**config.mk**
```make
export PLATFORM = sky130hd
export DESIGN_NAME = osc_cal_counter
export DESIGN_NICKNAME = d
export VERILOG_FILES = /design/src/rtl/osc_cal_pkg.sv /design/src/rtl/osc_edge_sync.sv /design/src/rtl/osc_cal_engine.sv /design/src/rtl/osc_cal_counter.sv
export SDC_FILE = /design/constraint.sdc
export NUM_CORES = 1
export LEC_CHECK = 0
export ABC_AREA = 1
export BUFFER_PORTS_ARGS = -buffer_cell sky130_fd_sc_hd__buf_4
export CAP_MARGIN = 20
export CORE_ASPECT_RATIO = 0.8
export CORE_MARGIN = 3
export CORE_UTILIZATION = 60
export CTS_CLUSTER_SIZE = 24
export DETAILED_ROUTE_END_ITERATION = 8
export PLACE_DENSITY = 0.82
export SLEW_MARGIN = 20
export SYNTH_ARGS = -nofsm -noshare
export SYNTH_HDL_FRONTEND = slang
export SYNTH_SLANG_ARGS = --single-unit
export TNS_END_PERCENT = 5
```
**constraint.sdc**
```tcl
create_clock -name clk -period 4.33 [get_ports clk]
set_input_delay 0.2165 -clock clk [delete_from_list [all_inputs] [get_ports clk]]
set_output_delay 0.2165 -clock clk [all_outputs]
set_load 0.02 [all_outputs]
```
**src/rtl/osc_cal_pkg.sv**
```systemverilog
package osc_cal_pkg;

   localparam int unsigned OSC_COUNT = 5;

   typedef enum logic [1:0] {
      CAL_IDLE = 2'd0,
      CAL_ARM  = 2'd1,
      CAL_RUN  = 2'd2
   } cal_state_e;

   // pacing source: select 0..4 map to oscillator 0..4, others pick nothing
   function automatic logic pick_pace(input logic [2:0] sel, input logic [OSC_COUNT-1:0] rise);
      logic r;
      case (sel)
         3'd0:    r = rise[0];
         3'd1:    r = rise[1];
         3'd2:    r = rise[2];
         3'd3:    r = rise[3];
         3'd4:    r = rise[4];
         default: r = 1'b0;
      endcase
      return r;
   endfunction

   // counted event: 0 = every system cycle, 1..4 = oscillator 0,1,2,4
   function automatic logic pick_event(input logic [2:0] sel, input logic [OSC_COUNT-1:0] rise);
      logic r;
      case (sel)
         3'd0:    r = 1'b1;
         3'd1:    r = rise[0];
         3'd2:    r = rise[1];
         3'd3:    r = rise[2];
         3'd4:    r = rise[4];
         default: r = 1'b0;
      endcase
      return r;
   endfunction

endpackage

```
**src/rtl/osc_edge_sync.sv**
```systemverilog
module osc_edge_sync #(
   parameter int unsigned STAGES = 2
) (
   input  logic clk,
   input  logic rst_n,
   input  logic async_in,
   output logic rise
);

   if (STAGES < 2) begin : g_bad_stages
      $error("osc_edge_sync: STAGES must be at least 2");
   end

   logic [STAGES-1:0] chain;
   logic              last_q;

   always_ff @(posedge clk or negedge rst_n) begin
      if (!rst_n) begin
         chain  <= '0;
         last_q <= 1'b0;
      end else begin
         chain  <= {chain[STAGES-2:0], async_in};
         last_q <= chain[STAGES-1];
      end
   end

   assign rise = chain[STAGES-1] & ~last_q;


   rise_single_chk: assert property (@(posedge clk) disable iff (!rst_n)
      rise |=> !rise);

endmodule

```
**src/rtl/osc_cal_engine.sv**
```systemverilog
module osc_cal_engine
   import osc_cal_pkg::*;
#(
   parameter int unsigned WIN_W = 16,
   parameter int unsigned RES_W = 32
) (
   input  logic             clk,
   input  logic             rst_n,
   input  logic             start,
   input  logic             pace,
   input  logic             evt,
   input  logic [WIN_W-1:0] win,
   output logic             busy,
   output logic [RES_W-1:0] result
);

   if (WIN_W < 2 || RES_W < 2) begin : g_bad_width
      $error("osc_cal_engine: widths too small");
   end

   cal_state_e       state;
   logic [WIN_W-1:0] dcnt;
   logic [RES_W-1:0] acc;
   logic             finish;

   assign finish = (state == CAL_RUN) && pace && (dcnt == WIN_W'(1));
   assign busy   = (state != CAL_IDLE);

   always_ff @(posedge clk or negedge rst_n) begin
      if (!rst_n) begin
         state  <= CAL_IDLE;
         dcnt   <= '0;
         acc    <= '0;
         result <= '0;
      end else begin
         case (state)
            CAL_IDLE: begin
               if (start) begin
                  acc   <= '0;
                  state <= CAL_ARM;
               end
            end
            CAL_ARM: begin
               if (pace) begin
                  dcnt  <= (win > WIN_W'(1)) ? win : WIN_W'(1);
                  state <= CAL_RUN;
               end
            end
            CAL_RUN: begin
               acc <= acc + RES_W'(evt);
               if (pace) begin
                  if (dcnt == WIN_W'(1)) begin
                     result <= acc + RES_W'(evt);
                     state  <= CAL_IDLE;
                  end else begin
                     dcnt <= dcnt - WIN_W'(1);
                  end
               end
            end
            default: state <= CAL_IDLE;
         endcase
      end
   end


   result_hold_chk: assert property (@(posedge clk) disable iff (!rst_n)
      !finish |=> $stable(result));


   dcnt_nonzero_chk: assert property (@(posedge clk) disable iff (!rst_n)
      (state == CAL_RUN) |-> (dcnt != '0));


   arm_clear_chk: assert property (@(posedge clk) disable iff (!rst_n)
      (state == CAL_ARM) |-> (acc == '0));


   done_idle_chk: assert property (@(posedge clk) disable iff (!rst_n)
      finish |=> !busy);

endmodule

```
**src/rtl/osc_cal_counter.sv**
```systemverilog
module osc_cal_counter
   import osc_cal_pkg::*;
#(
   parameter int unsigned     ADDR_W      = 8,
   parameter int unsigned     DATA_W      = 32,
   parameter int unsigned     WIN_W       = 16,
   parameter int unsigned     RES_W       = 32,
   parameter int unsigned     SYNC_STAGES = 2,
   parameter logic [ADDR_W-1:0] CTRL_ADDR = 'h10,
   parameter logic [ADDR_W-1:0] WIN_ADDR  = 'h14,
   parameter logic [ADDR_W-1:0] RES_ADDR  = 'h18
) (
   input  logic              clk,
   input  logic              rst_n,
   input  logic [ADDR_W-1:0] bus_addr,
   input  logic              bus_wr,
   input  logic [DATA_W-1:0] bus_wdata,
   output logic [DATA_W-1:0] bus_rdata,
   input  logic [OSC_COUNT-1:0] osc_in,
   input  logic              ext_gate_in
);

   localparam int unsigned SRC_COUNT = OSC_COUNT + 1;
   localparam int unsigned CTRL_W    = 8;

   if (DATA_W < CTRL_W || WIN_W > DATA_W || RES_W > DATA_W) begin : g_bad_bus
      $error("osc_cal_counter: bus width too small for registers");
   end

   logic [2:0]       pace_sel;
   logic             ext_sel;
   logic [2:0]       evt_sel;
   logic [WIN_W-1:0] win_q;
   logic             busy;
   logic [RES_W-1:0] result;
   logic             wr_ctrl;
   logic             wr_win;
   logic             start_req;

   assign wr_ctrl   = bus_wr && (bus_addr == CTRL_ADDR) && !busy;
   assign wr_win    = bus_wr && (bus_addr == WIN_ADDR)  && !busy;
   assign start_req = wr_ctrl && bus_wdata[3];

   always_ff @(posedge clk or negedge rst_n) begin
      if (!rst_n) begin
         pace_sel <= '0;
         ext_sel  <= 1'b0;
         evt_sel  <= '0;
         win_q    <= '0;
      end else begin
         if (wr_ctrl) begin
            pace_sel <= bus_wdata[2:0];
            ext_sel  <= bus_wdata[4];
            evt_sel  <= bus_wdata[7:5];
         end
         if (wr_win) begin
            win_q <= bus_wdata[WIN_W-1:0];
         end
      end
   end

   logic unused_wdata;
   assign unused_wdata = ^bus_wdata[DATA_W-1:WIN_W];

   // synchronizers for every oscillator plus the external input
   logic [SRC_COUNT-1:0] src_raw;
   logic [SRC_COUNT-1:0] src_rise;
   assign src_raw = {ext_gate_in, osc_in};

   for (genvar g = 0; g < SRC_COUNT; g++) begin : g_sync
      osc_edge_sync #(.STAGES(SYNC_STAGES)) u_sync (
         .clk      (clk),
         .rst_n    (rst_n),
         .async_in (src_raw[g]),
         .rise     (src_rise[g])
      );
   end

   logic pace;
   logic evt;
   assign pace = ext_sel ? src_rise[OSC_COUNT] : pick_pace(pace_sel, src_rise[OSC_COUNT-1:0]);
   assign evt  = pick_event(evt_sel, src_rise[OSC_COUNT-1:0]);

   osc_cal_engine #(.WIN_W(WIN_W), .RES_W(RES_W)) u_engine (
      .clk    (clk),
      .rst_n  (rst_n),
      .start  (start_req),
      .pace   (pace),
      .evt    (evt),
      .win    (win_q),
      .busy   (busy),
      .result (result)
   );

   always_comb begin
      if (bus_addr == CTRL_ADDR)
         bus_rdata = DATA_W'({evt_sel, ext_sel, busy, pace_sel});
      else if (bus_addr == WIN_ADDR)
         bus_rdata = DATA_W'(win_q);
      else if (bus_addr == RES_ADDR)
         bus_rdata = DATA_W'(result);
      else
         bus_rdata = '0;
   end


   cfg_hold_chk: assert property (@(posedge clk) disable iff (!rst_n)
      busy |=> ($stable(pace_sel) && $stable(ext_sel) && $stable(evt_sel) && $stable(win_q)));


   start_busy_chk: assert property (@(posedge clk) disable iff (!rst_n)
      (bus_wr && (bus_addr == CTRL_ADDR) && bus_wdata[3] && !busy) |=> busy);

endmodule

```
==> impl_metrics.csv <==
group,metric,value,unit
synth,ys_seq_area_share,45.1,%
worst_setup_path,cp.required,4.69,ns
worst_setup_path,crit_chain,"inv_1, nand2_1, nor2_1, a41oi_1, o21ai_0, ha_1, ha_1, nand3_2, inv_2, nand2_2, nor2_2, xor2_1, nand3_1, nand2_1",
die,die_h,101,um
synth,yosysWarningCount,0,
cts,numCtsBuffers,17,
place,port_buffers,64,
sta,worst_pin_slew,0.858,ns
global_route,grt_pass1_vias,5951,
routing,ant_nets,0,
cts,cts_tree,"built",
cells_and_area,antenna_cells,0,
cts,cts.htree.levels,4,
place,dp_cells,1124,
cts,root_buffer,"clkbuf_16",
global_route,grtUsageTotal,29.3,%
synth,avgSynthCellArea,7.25,sq um
synth,synth_area_leaders,"dfrtp_1 45%, nand2_1 20%, nand3_1 6.7%",
global_route,grt_pass1_wl,29.5,mm
cells_and_area,final_cell_mix,"361 x nand2_1, 123 x dfrtp_1, 100 x nor2_1",
worst_setup_path,crit_buf_inv,2,
routing,drtIter0Drc,637,
pwr,switchingPower,0.00175,W
routing,dr.pass1.iters,6,
routing,drc,0,
cells_and_area,drive_gt1_share,14.2,%
synth,synth-seq-cells,123,
pwr,pwr-share-seq,40.0,%
cells_and_area,final_common_cell,"nand2_1",
sta,period_share,58.3,%
synth,yosysTopAreaCell,"dfrtp_1",
die,dieArea,12700,sq um
sta,slew_viol_final,0,
cts,cts.repair.resized,0,
sta,max_freq,0.396,GHz
cells_and_area,fin_nets,1059,
cts,clkLatencyLatePin,0.42,ns
synth,synth_area,6820,sq um
flow_run,drv_cap,0,
worst_setup_path,crit_fanout,5,
synth,yosysUniqueCellTypes,33,
die,initial_utilization,62.2,%
sta,rsz0062_at_grt,"false",
sta,hold_slack,0.0244,ns
worst_setup_path,critPathKind,"flop to flop",
worst_setup_path,slowest_stage,"dfrtp_1",
die,core-area,11000,sq um
pwr,p_per_area,570,nW/um^2
sta,tns,0,ns
pwr,clkPwrFrac,32.1,%
place,dp_slack,1.87,ns
sta,final-hold-violation-count,0,
worst_setup_path,cp_top_family,"simple AND/OR/NAND/NOR gates",
routing,vias_per_cell,5.48,
synth,synth_cells,941,
cts,cts_setup_buffers,0,
pwr,max-vdd-ir-drop,0.365,mV
sta,setup_violations,0,
sta,period_needed,2.52,ns
die,ios,81,
routing,vias,6368,
cts,cts_hold_buf,7,
worst_setup_path,crit_arrival,2.88,ns
routing,routedWlPerCell,15.4,um
place,dp_hpwl,12.2,mm
cts,clk_pin_slew,0.06,ns
pwr,power,0.00455,W
synth,syn_nets,994,
die,core.rowCount,34,
pwr,pwr-share-comb,27.9,%
hold_path,hold_path.class,"primary input to flop",
worst_setup_path,slowest_delay,0.35,ns
pwr,switching_share,38.3,%
global_route,antenna_found_initial,0,
cells_and_area,instances_no_fill,1163,
run_status,status,"completed",
worst_setup_path,end_kind,"flop",
routing,routed_wl,17.9,mm
cells_and_area,area_growth,17.2,%
cts,clock_sinks,123,
sta,relSlewSlack,42.8,%
global_route,grt_max_degree,67,
sta,fin_skew,0.00836,ns
sta,fin_ws,1.81,ns
synth,synth_top_area_share,45.1,%
cts,cts_buffer_depth,2,
pwr,p_int,0.00281,W
place,globalplace.congestion,0.927,
global_route,gr-total-overflow,0,
pwr,p_leak,4.07,nW
worst_setup_path,crit_path_start_kind,"flop",
die,die_w,125,um
[Yosys cell counts]
cell type  instances
buf_4              5
inv_1             76
buf_8              1
nand4_1            5
buf_1              1
xor2_1            16
nor2_4             6
nand3b_1          10
nand2_1          361
nand3_2            3
nor2_2            11
clkbuf_1           8
a21oi_1           13
buf_2              8
o21bai_1           1
nand3_1           92
o211ai_1           4
buf_6              6
a22o_1             2
a41oi_1            1
inv_2              7
nor3_1             6
nor2_1           100
nor3_2             1
o22ai_1            2
ha_1               4
nor3b_2            1
o21ai_1            8
nand3_4            1
nand2_4            5
o21ai_0           43
nand2_2           10
dfrtp_1          123
[layer usage]
layer	GRT usage, %	part of all wire (%)	wire (um)
met5	0	0	0
met4	7.42	1.2	219
met3	6.59	8.2	1460
met2	44.1	44	7850
met1	43.5	47	8380
[sequential cells by signal, indices dropped and copies added, names as in the netlist]
register,count
evt_sel,3
ext_sel,1
g_sync.u_sync.chain,12
g_sync.u_sync.last_q,6
pace_sel,3
u_engine.acc,32
u_engine.dcnt,16
u_engine.result,32
u_engine.state,2
win_q,16
[power by group through the flow]
stage	Combinational (W)	Clock, W	Sequential (W)
floorplan	0.000988	0	0.00173
global placement	0.00120	0	0.00182
detailed placement	0.00124	0	0.00182
global route	0.00147	0.00152	0.00186
CTS	0.00126	0.00147	0.00181
finish	0.00127	0.00146	0.00182
[cell families (layout without fill, tap and decap cells)]
| group | Yosys count | after routing | synth area share, % |
|---|---|---|---|
| XOR/XNOR | 16 | 16 | 2.05 |
| adder cells (fa/ha/maj) | 4 | 4 | 0.734 |
| AND/OR/NAND/NOR | 612 | 612 | 38.9 |
| buffers and inverters | 112 | 190 | 7.41 |
| AO/OA/AOI/OAI | 74 | 74 | 5.81 |
| flip-flops | 123 | 123 | 45.1 |
[layout make-up]
cell class | count | area (sq um)
well taps | 144 | 180
multi-input cells | 706 | 3240
repair buffers | 75 | 581
flip-flops and latches | 123 | 3080
inverters | 83 | 312
clock buffers | 17 | 425
clock inverters | 15 | 179
fillers | 872 | 2980
[worst min-delay path: cells and delay by family]
family | cells | cell delay, ns
AND/OR/NAND/NOR | 2 | 0.12
buffers and inverters | 1 | 0.08
[through the flow]
stage,utilization (%),area [sq um]
after global placement,66.7,7320
final,72.8,7990
after CTS,72.8,7990
after global routing,72.8,7990
after floorplan,-,6820
after detailed placement,66.7,7320
[worst paths after layout]
| path | slack (ns) | cells past startpoint | to | start |
|---|---|---|---|---|
| min | 0.02 | 3 | win_q[15] | bus_wdata[15] |
| max | 1.81 | 14 | u_engine.result[10] | g_sync[1].u_sync.last_q |
| max reg2reg | 1.81 | 14 | u_engine.result[10] | g_sync[1].u_sync.last_q |
| min in group asynchronous | 0.43 | 2 | u_engine.result[29] | rst_n |
| min reg2reg | 0.35 | 0 | g_sync[2].u_sync.chain[1] | g_sync[2].u_sync.chain[0] |
| max in group asynchronous | 2.93 | 3 | g_sync[1].u_sync.chain[0] | rst_n |
No activity file was read; power rests on OpenSTA's default activity.
